$ cat src/rtl/bitio_pkg.sv
// Shared definitions for the serial bit-addressable I/O controller.
// Assumes the operation code arrives already decoded from the instruction.
package bitio_pkg;

    typedef enum logic [2:0] {
        OP_NONE  = 3'd0,
        OP_SET   = 3'd1,
        OP_CLR   = 3'd2,
        OP_TEST  = 3'd3,
        OP_LOAD  = 3'd4,
        OP_STORE = 3'd5
    } bitio_op_e;

    // True for codes that start a bus sequence.
    function automatic logic op_is_valid(input logic [2:0] op);
        return (op >= 3'd1) && (op <= 3'd5);
    endfunction

    // True for single-bit operations, which use the displacement.
    function automatic logic op_is_single(input logic [2:0] op);
        return (op >= 3'd1) && (op <= 3'd3);
    endfunction

    // True for operations that drive data onto the bus.
    function automatic logic op_is_write(input logic [2:0] op);
        return (op == OP_SET) || (op == OP_CLR) || (op == OP_LOAD);
    endfunction

endpackage

$ cat src/rtl/bitio_addr.sv
// Start-address generator.
// Forms the first bit address from the word-aligned base register value
// (bit 0 dropped) plus an optional sign-extended displacement. The sum wraps
// modulo 2**AW. Assumes DW > AW and AW > DISPW.
module bitio_addr #(
    parameter int DW    = 16,
    parameter int AW    = 12,
    parameter int DISPW = 8
) (
    input  logic [DW-1:0]    base_i,
    input  logic [DISPW-1:0] disp_i,
    input  logic             use_disp_i,
    output logic [AW-1:0]    start_addr_o
);

    logic [AW-1:0] base_bits;
    logic [AW-1:0] disp_ext;

    // Sign-extend the displacement and add it to the base bits.
    always_comb begin
        base_bits    = base_i[AW:1];
        disp_ext     = use_disp_i ? {{(AW-DISPW){disp_i[DISPW-1]}}, disp_i} : '0;
        start_addr_o = base_bits + disp_ext;
    end

endmodule

$ cat src/rtl/bitio_seq.sv
// Bit-cycle sequencer.
// Keeps busy high for exactly nbits cycles after a start pulse and raises a
// one-cycle done pulse after the last bit cycle. Assumes nbits is 1..2**(NW-1).
module bitio_seq #(
    parameter int NW = 5
) (
    input  logic          clk,
    input  logic          rst_n,
    input  logic          start_i,
    input  logic [NW-1:0] nbits_i,
    output logic          busy_o,
    output logic          last_o,
    output logic          done_o
);

    logic [NW-1:0] remain_q;

    // Flag the final bit cycle.
    always_comb last_o = busy_o && (remain_q == '0);

    // Count bit cycles down and form the completion pulse.
    always_ff @(posedge clk) begin
        if (!rst_n) begin
            busy_o   <= 1'b0;
            remain_q <= '0;
            done_o   <= 1'b0;
        end else begin
            done_o <= last_o;
            if (start_i) begin
                busy_o   <= 1'b1;
                remain_q <= nbits_i - NW'(1);
            end else if (busy_o) begin
                if (remain_q == '0) busy_o <= 1'b0;
                else                remain_q <= remain_q - NW'(1);
            end
        end
    end

endmodule

$ cat src/rtl/bitio_shift.sv
// Serial data path.
// Shifts the outgoing operand out LSB first and collects incoming bits into a
// result word. Also captures the single-bit test flag. In byte mode the
// operand comes from the upper half of the data word, and the result is placed
// in the upper half. Assumes DW is even.
module bitio_shift
    import bitio_pkg::*;
#(
    parameter int DW = 16,
    parameter int NW = 5
) (
    input  logic          clk,
    input  logic          rst_n,
    input  logic          start_i,
    input  logic [2:0]    op_i,
    input  logic [DW-1:0] data_i,
    input  logic          byte_mode_i,
    input  logic [NW-1:0] nbits_i,
    input  logic          busy_i,
    input  logic          last_i,
    input  logic          din_i,
    output logic          dout_o,
    output logic [DW-1:0] store_word_o,
    output logic          test_eq_o
);

    localparam int HW = DW / 2;

    logic [2:0]    op_q;
    logic          byte_q;
    logic [NW-1:0] nbits_q;
    logic [DW-1:0] out_sh_q;
    logic [DW-1:0] in_sh_q;
    logic [DW-1:0] in_next;
    logic [NW-1:0] align_amt;
    logic [DW-1:0] aligned;
    logic [DW-1:0] placed;

    // Present the current outgoing bit.
    always_comb dout_o = out_sh_q[0];

    // Right-justify the gathered bits and move them to the upper half in byte mode.
    always_comb begin
        in_next   = {din_i, in_sh_q[DW-1:1]};
        align_amt = NW'(DW) - nbits_q;
        aligned   = in_next >> align_amt;
        placed    = byte_q ? {aligned[HW-1:0], {HW{1'b0}}} : aligned;
    end

    // Load the shifters at start and step them in every bit cycle.
    always_ff @(posedge clk) begin
        if (!rst_n) begin
            op_q     <= OP_NONE;
            byte_q   <= 1'b0;
            nbits_q  <= '0;
            out_sh_q <= '0;
            in_sh_q  <= '0;
        end else if (start_i) begin
            op_q    <= op_i;
            byte_q  <= byte_mode_i;
            nbits_q <= nbits_i;
            in_sh_q <= '0;
            case (op_i)
                OP_SET:  out_sh_q <= DW'(1);
                OP_LOAD: out_sh_q <= byte_mode_i ? DW'(data_i[DW-1:HW]) : data_i;
                default: out_sh_q <= '0;
            endcase
        end else if (busy_i) begin
            out_sh_q <= out_sh_q >> 1;
            in_sh_q  <= in_next;
        end
    end

    // Update the visible results only when the matching operation completes.
    always_ff @(posedge clk) begin
        if (!rst_n) begin
            store_word_o <= '0;
            test_eq_o    <= 1'b0;
        end else if (last_i) begin
            if (op_q == OP_STORE) store_word_o <= placed;
            if (op_q == OP_TEST)  test_eq_o    <= din_i;
        end
    end

endmodule

$ cat src/rtl/bitio_ctrl.sv
// Serial bit-addressable I/O controller, top level.
// Accepts one request while idle and runs it as a sequence of one-bit bus
// cycles at consecutive addresses. Requests that arrive while busy, and
// unused op codes, are dropped. Assumes the requester holds a request until
// it sees busy_o, or pulses it only while idle.
module bitio_ctrl
    import bitio_pkg::*;
#(
    parameter int DW    = 16,
    parameter int AW    = 12,
    parameter int DISPW = 8,
    parameter int CW    = 4
) (
    input  logic             clk,
    input  logic             rst_n,
    input  logic             req_valid_i,
    input  logic [2:0]       req_op_i,
    input  logic [DW-1:0]    req_base_i,
    input  logic [DISPW-1:0] req_disp_i,
    input  logic [CW-1:0]    req_count_i,
    input  logic [DW-1:0]    req_data_i,
    output logic             busy_o,
    output logic             done_o,
    output logic             test_eq_o,
    output logic [DW-1:0]    store_word_o,
    output logic [AW-1:0]    bus_addr_o,
    output logic             bus_dout_o,
    output logic             bus_we_o,
    output logic             bus_strobe_o,
    input  logic             bus_din_i
);

    localparam int NW = $clog2(DW) + 1;

    logic          start;
    logic          single;
    logic [NW-1:0] nbits;
    logic          byte_mode;
    logic [AW-1:0] start_addr;
    logic [AW-1:0] addr_q;
    logic          we_q;
    logic          last;

    // Decide acceptance, bit count and operand size for the incoming request.
    always_comb begin
        start     = req_valid_i && !busy_o && op_is_valid(req_op_i);
        single    = op_is_single(req_op_i);
        if (single)                 nbits = NW'(1);
        else if (req_count_i == '0) nbits = NW'(DW);
        else                        nbits = NW'(req_count_i);
        byte_mode = !single && (req_count_i != '0) && (NW'(req_count_i) <= NW'(DW / 2));
    end

    bitio_addr #(.DW(DW), .AW(AW), .DISPW(DISPW)) u_addr (
        .base_i       (req_base_i),
        .disp_i       (req_disp_i),
        .use_disp_i   (single),
        .start_addr_o (start_addr)
    );

    bitio_seq #(.NW(NW)) u_seq (
        .clk     (clk),
        .rst_n   (rst_n),
        .start_i (start),
        .nbits_i (nbits),
        .busy_o  (busy_o),
        .last_o  (last),
        .done_o  (done_o)
    );

    bitio_shift #(.DW(DW), .NW(NW)) u_shift (
        .clk          (clk),
        .rst_n        (rst_n),
        .start_i      (start),
        .op_i         (req_op_i),
        .data_i       (req_data_i),
        .byte_mode_i  (byte_mode),
        .nbits_i      (nbits),
        .busy_i       (busy_o),
        .last_i       (last),
        .din_i        (bus_din_i),
        .dout_o       (bus_dout_o),
        .store_word_o (store_word_o),
        .test_eq_o    (test_eq_o)
    );

    // Hold the bus address and direction; step the address after each bit cycle.
    always_ff @(posedge clk) begin
        if (!rst_n) begin
            addr_q <= '0;
            we_q   <= 1'b0;
        end else if (start) begin
            addr_q <= start_addr;
            we_q   <= op_is_write(req_op_i);
        end else if (busy_o) begin
            addr_q <= addr_q + AW'(1);
        end
    end

    // Drive the bus-side qualifiers.
    always_comb begin
        bus_addr_o   = addr_q;
        bus_strobe_o = busy_o;
        bus_we_o     = busy_o && we_q;
    end

endmodule

$ cat config.mk
export PLATFORM = sky130hd
export DESIGN_NAME = bitio_ctrl
export DESIGN_NICKNAME = d
export VERILOG_FILES = /design/src/rtl/bitio_pkg.sv /design/src/rtl/bitio_addr.sv /design/src/rtl/bitio_seq.sv /design/src/rtl/bitio_shift.sv /design/src/rtl/bitio_ctrl.sv
export SDC_FILE = /design/constraint.sdc
export NUM_CORES = 1
export LEC_CHECK = 0
export ABC_AREA = 1
export BUFFER_PORTS_ARGS = -buffer_cell sky130_fd_sc_hd__clkbuf_2
export CORE_MARGIN = 3
export CORE_UTILIZATION = 49
export CTS_CLUSTER_DIAMETER = 30
export DETAILED_ROUTE_END_ITERATION = 6
export PLACE_DENSITY = 0.71
export SYNTH_ARGS = -nofsm -noshare
export SYNTH_HDL_FRONTEND = slang
export SYNTH_SLANG_ARGS = --single-unit
$ cat constraint.sdc
create_clock -name clk -period 4.95 [get_ports clk]
set_input_delay 0.495 -clock clk [delete_from_list [all_inputs] [get_ports clk]]
set_output_delay 0.495 -clock clk [all_outputs]
set_load 0.02 [all_outputs]
After elaboration in Yosys (flattened, before gate mapping)
Cells that the tools add are included.

Register bits after elaboration: 78. Input bits: 51. Output and inout bits: 34. Word-level logic and storage cells: 65.

$add $sub $neg: 5. Order comparisons: 4. Eq/ne operators: 6. Shifts and indexed selects: 1. Multiplexer cells: 16. Bitwise operators: 1. Reduce and logical (&&, ||, !) cells: 20.

Operators by type and width (number): 16-bit two-way mux (4); 12-bit two-way mux (3); 16-bit one-hot mux with 2 select lines (1); 5-bit two-way mux (5); 16-bit by 5-bit right shift with 16-bit output (1); 12-bit by 1-bit adder with 12-bit output, second input constant (1); 12-bit adder (1); 5-bit by 1-bit subtractor with 5-bit output, second input constant (2); 1-bit logical AND (8); 3-bit by 2-bit equality test with 1-bit output, second input constant (2); 3-bit equality test, second input constant (2); 2-bit AND reduction (3); 5-bit logical NOT (1); 5-bit subtractor, first input constant (1); 4-bit less-or-equal comparator, second input constant (1); 4-bit logical NOT (1); 4-bit nonzero test (1); 3-bit by 1-bit equality test with 1-bit output, second input constant (1); 3-bit by 1-bit greater-or-equal comparator with 1-bit output, second input constant (1); 3-bit by 2-bit less-or-equal comparator with 1-bit output, second input constant (1); 3-bit less-or-equal comparator, second input constant (1); 1-bit two-way mux (3); 1-bit logical NOT (2); 1-bit logical OR (2); 4 further kinds (4).

Logic depth before layout (Yosys ltp)
Depth in word-level cells: 8. Mapped depth: 16. Gate-level depth less buffers: 16.

Cells and area by module
Synthesis repeated with hierarchy kept, for this count alone.

Cell total of the unflattened synthesis: 849. Area total of the unflattened synthesis: 5137.4 um^2.

By module, submodules not included: bitio_shift (instances 1, cells each 492, area each 3069.2 um^2, sequential area each 1141.1 um^2); bitio_ctrl (instances 1, cells each 155, area each 935.9 um^2, sequential area each 260.2 um^2); bitio_addr (instances 1, cells each 127, area each 633.1 um^2, sequential area each 0.0 um^2); bitio_seq (instances 1, cells each 75, area each 499.2 um^2, sequential area each 140.1 um^2).

Worst setup path after synthesis
OpenSTA, ideal clock, no wires.

Path kind: input -> register. Start point: in req_op_i[0]. End point: reg addr_q[11] (netlist: bus_addr_o[11]). Library setup time: 0.112 ns. Arrival: 2.081 ns. Data required time: 4.838 ns. Slack: 2.757 ns. Cell stages on the path: 14. Buffers on the path: 0. Path through: o21ai_4 -> inv_1 -> nand2_1 -> inv_1 -> ha_1 -> nand3_1 -> nand2_1 -> a21oi_1 -> o21bai_1 -> nand3_1 -> nand3_1 -> nand2_1 -> nor2_1 -> nor2_1.

Word-level cells in the longest chain between the ends: 5. Elaborated cells between the ends (all ways): 10. Those cells by class: 1 x add/sub; 3 x order compare; 2 x mux; 4 x reduce/logical.

RTL lines: start: declaration (line bitio_ctrl.sv:17) `input logic [2:0] req_op_i,`; 3-bit by 1-bit greater-or-equal comparator with 1-bit output / 3-bit by 2-bit less-or-equal comparator with 1-bit output (equally long branches) (line bitio_pkg.sv:16, bitio_pkg.sv:21); 1-bit logical AND (line bitio_pkg.sv:21) `return (op >= 3'd1) && (op <= 3'd3);`; 12-bit two-way mux (line bitio_addr.sv:22) `disp_ext = use_disp_i ? {{(AW-DISPW){disp_i[DISPW-1]}}, disp_i} : '0;`; 12-bit adder (line bitio_addr.sv:23) `start_addr_o = base_bits + disp_ext;`; 12-bit two-way mux (line bitio_ctrl.sv:92) `end else if (start) begin`; end signal: assignment (line bitio_ctrl.sv:93) `addr_q <= start_addr;`; end signal: assignment (line bitio_ctrl.sv:96) `addr_q <= addr_q + AW'(1);`; end: declaration (line bitio_ctrl.sv:40) `logic [AW-1:0] addr_q;`.

Parallel ways exist; a longest one is shown, timed or not. A chain may end at the register's enable or synchronous reset.

Final worst setup path
Start point: reg u_shift.nbits_q[0]. End point: reg u_shift.store_word_o[1].

Word-level cells in the longest chain between the ends: 3.

RTL lines: start: declaration (line bitio_shift.sv:31) `logic [NW-1:0] nbits_q;`; start signal: assignment (line bitio_shift.sv:61) `nbits_q <= nbits_i;`; 5-bit subtractor (line bitio_shift.sv:45) `align_amt = NW'(DW) - nbits_q;`; 16-bit by 5-bit right shift with 16-bit output (line bitio_shift.sv:46) `aligned = in_next >> align_amt;`; 16-bit two-way mux (line bitio_shift.sv:47) `placed = byte_q ? {aligned[HW-1:0], {HW{1'b0}}} : aligned;`; end signal: assignment (line bitio_shift.sv:80) `if (op_q == OP_STORE) store_word_o <= placed;`; end: declaration (line bitio_shift.sv:23) `output logic [DW-1:0] store_word_o,`.

Every way passes these cells.

==> summary.md <==
| Metric | Value |
|---|---|
| Status | completed |
| Top-area cell type share of the netlist area | 33.2% |
| Pin count of the biggest net entering global routing | 42 |
| Fillers | 904 |
| Cts hold-fix bufs | 0 |
| CP startpoint kind | flip-flop |
| PostCTS Resize Cnt | 0 |
| Worst EP arrival | 3.02 ns |
| Max cap viols | 0 |
| TritonCTS Sinks | 77 |
| Post-synthesis cell type count | 47 |
| First-pass GRT wire length | 19,500 um |
| DP Worst Slack | 2.15 ns |
| Largest stage delay on the critical path | 0.61 ns |
| Synth cell count leaders | nand2_1 (195), dfxtp_1 (77), a21oi_1 (68) |
| Synth Instances | 708 |
| Area delta synth->final | 13.4% |
| Final #Nets | 831 |
| Post-Route WL | 11,700 um |
| Total number of vias | 4,793 |
| Worst Path Class, Setup | reg2reg |
| Most used DFF post-synth | dfxtp_1 |
| Post-CTS setup buffer count | 0 |
| DR vias/cell | 5.33 |
| Antenna fix cells | 0 |
| Worst skew pair latency | 0.36 ns |
| Grt ovf | 0 |
| Root cell of the clock tree | clkbuf_8 |
| Row count | 34 |
| Finish-stage setup viols | 0 |
| Setup tns final | 0 ns |
| Tmin final | 2.73 ns |
| PD cells | 295 nW/um2 |
| GRT Resource Usage Total | 22.6% |
| Vias in the first global route | 4,371 |
| Reg2reg end | u_shift.store_word_o[1]$_SDFFE_PN0P_ |
| Die W | 103 um |
| H-tree levels | 3 |
| Hpwl dp | 8520 um |
| Top-count cell post-synth | nand2_1 |
| Min-delay src | req_data_i[12] |
| CP required | 5.24 ns |
| Leak | 0.00243 uW |
| R2R cell count | 8 |
| Sequential fraction of the synthesis area | 33.2% |
| CP endpoint | u_shift.store_word_o[1]$_SDFFE_PN0P_ |
| DR pass1 iterations | 5 |
| # DRC | 0 |
| Ports | 85 |
| Worst rel slew slack | 47.9% |
| Final WS setup | 2.22 ns |
| Crit path max-delay cell type | dfxtp_1 |
| Yosys top cell by area | dfxtp_1 |
| Period Utilization, post-route | 55.1% |
| Ys async rst share | 0% |
| Fin. Hold Viols | 0 |
| Max Slew Vio Count | 0 |
| CP max FO | 20 |
| Crit. Startpoint | u_shift.nbits_q[0]$_SDFFE_PN0P_ |
| Clk slew on worst S/H paths | 0.09 ns |
| Fraction of layout cells with a size suffix above 1 | 17.4% |
| Placer Congestion | 0.876 |
| Initial Utilization | 51.8% |
| Area of the core | 8980 um2 |
| Synthesized Nets | 770 |
| CP dominant cell by count | o21ai_0 |
| Routed Antenna Nets | 0 |
| RSZ-0062 raised after global routing | false |
| Reg-to-reg slack, setup | 2.22 ns |
| Total power | 1560 uW |
| Seq cells post-synth | 77 |
| Worst Tran Pin Value | 0.780 ns |
| Worst min path class | in2reg |
| Initial DRC Count | 166 |
| Die ar. | 10,700 um2 |
| TritonCTS clock tree | done |
| Ys Warns | 0 |
| Highest clock rate | 0.367 GHz |
| I/O Buffers | 80 |
| Syn Std Cell Area | 4650 um2 |
| Number of antenna violations at the first check in global routing | 0 |
| Routed WL per cell | 13.0 um |
| Clock Skew | 0.00890 ns |
| Synth area leaders | dfxtp_1 (33%), nand2_1 (16%), a21oi_1 (7.3%) |
| Final core utilization | 58.7% |
| Mean post-synth cell area | 6.57 um2 |
| Worst-path cell chain | inv_2, ha_1, inv_1, o21ai_0, o21ai_0, o21ai_0, nand2_1, a21oi_1 |
| Deepest clock path buffer count | 2 |
| Die Ht | 103 um |
| EDFF count, synth | 0 |
| Peak VDD IR | 0.147 mV |
| Reg2reg start | u_shift.nbits_q[0]$_SDFFE_PN0P_ |
| Number of buffers created by CTS | 9 |
| Crit. End Element | flip-flop |
==> flip-flops by register name, summed over array words and instances, names as in the netlist, 3 cells and up <==
register and cells:
u_shift.store_word_o 16, u_shift.out_sh_q 16, bus_addr_o 12, u_shift.nbits_q 5, u_seq.remain_q 5, u_shift.in_sh_q 15, u_shift.op_q 3
==> worst min path at each step <==
stage,endpoint,cells past startpoint
after floorplan,u_shift.in_sh_q[1]$_SDFFE_PP0P_,2
after global placement,u_shift.in_sh_q[1]$_SDFFE_PP0P_,2
after detailed placement,u_shift.store_word_o[1]$_SDFFE_PN0P_,2
after CTS,u_shift.out_sh_q[12]$_SDFFE_PN0P_,3
after global routing,u_shift.out_sh_q[10]$_SDFFE_PN0P_,3
final,u_shift.out_sh_q[12]$_SDFFE_PN0P_,3
==> critical path: cells and delay by family, from the launching register on <==
family                     cells  cell delay [ns]
adders and majority gates      1             0.52
and+or+nand+nor                1             0.09
DFF                            1             0.61
AOI/OAI and AO/OA              4             0.90
buffers and inverters          2             0.53
==> cells in the final DEF, fill, tap and decap left out, types with 6 or more instances in the layout <==
cell type / n
nand2_1: 195
clkbuf_2: 80
dfxtp_1: 77
a21oi_1: 68
inv_1: 66
o21ai_0: 63
nor2_1: 45
nand3_1: 44
or2_2: 14
o21ai_1: 12
a31oi_1: 12
o211ai_1: 11
ha_1: 10
clkbuf_8: 10
inv_2: 7
nand4_1: 6
xor2_1: 6
==> metal layers <==
layer	up-vias	wire length, um	GRT usage [%]
met3	19	590	3.96
met1	2173	5320	28.3
met4	0	188	7.87
li1	2474	-	-
met2	127	5580	39.0
met5	-	0	0
==> power breakdown <==
part	internal (uW)	switching [uW]
clock network	251	253
registers	651	34.7
logic	123	245
total	1030	532
==> metrics by stage <==
| stage | std cells | hold WS (ns) | cell area, um2 |
|---|---|---|---|
| after floorplan | 708 | 0.441 | 4650 |
| after global placement | 884 | 0.452 | 5060 |
| after detailed placement | 884 | 0.459 | 5060 |
| after CTS | 900 | 0.393 | 5270 |
| after global routing | 900 | 0.410 | 5270 |
| final | 900 | 0.404 | 5270 |
==> cell type report <==
cell class / count / area [um2] / share of cell area [%]
Sequential cell: 77 / 1540 / 29.2
Tap cell: 126 / 158 / 2.99
Inverter: 73 / 274 / 5.20
Clock inverter: 6 / 70.1 / 1.33
Clock buffer: 10 / 138 / 2.61
Timing Repair Buffer: 82 / 415 / 7.88
Multi-Input combinational cell: 526 / 2680 / 50.8
==> cells by family after synthesis <==
| kind of cell | count (synthesis) | share of synthesized area, % |
|---|---|---|
| and+or+nand+nor | 317 | 29.3 |
| AOI/OAI and AO/OA | 187 | 22.7 |
| buffers and inverters | 105 | 9.26 |
| DFF | 77 | 33.2 |
| xor gates and xnor gates | 11 | 2.40 |
| adders and majority gates | 11 | 3.12 |
Note: power is estimated with default switching activity, not from simulation.
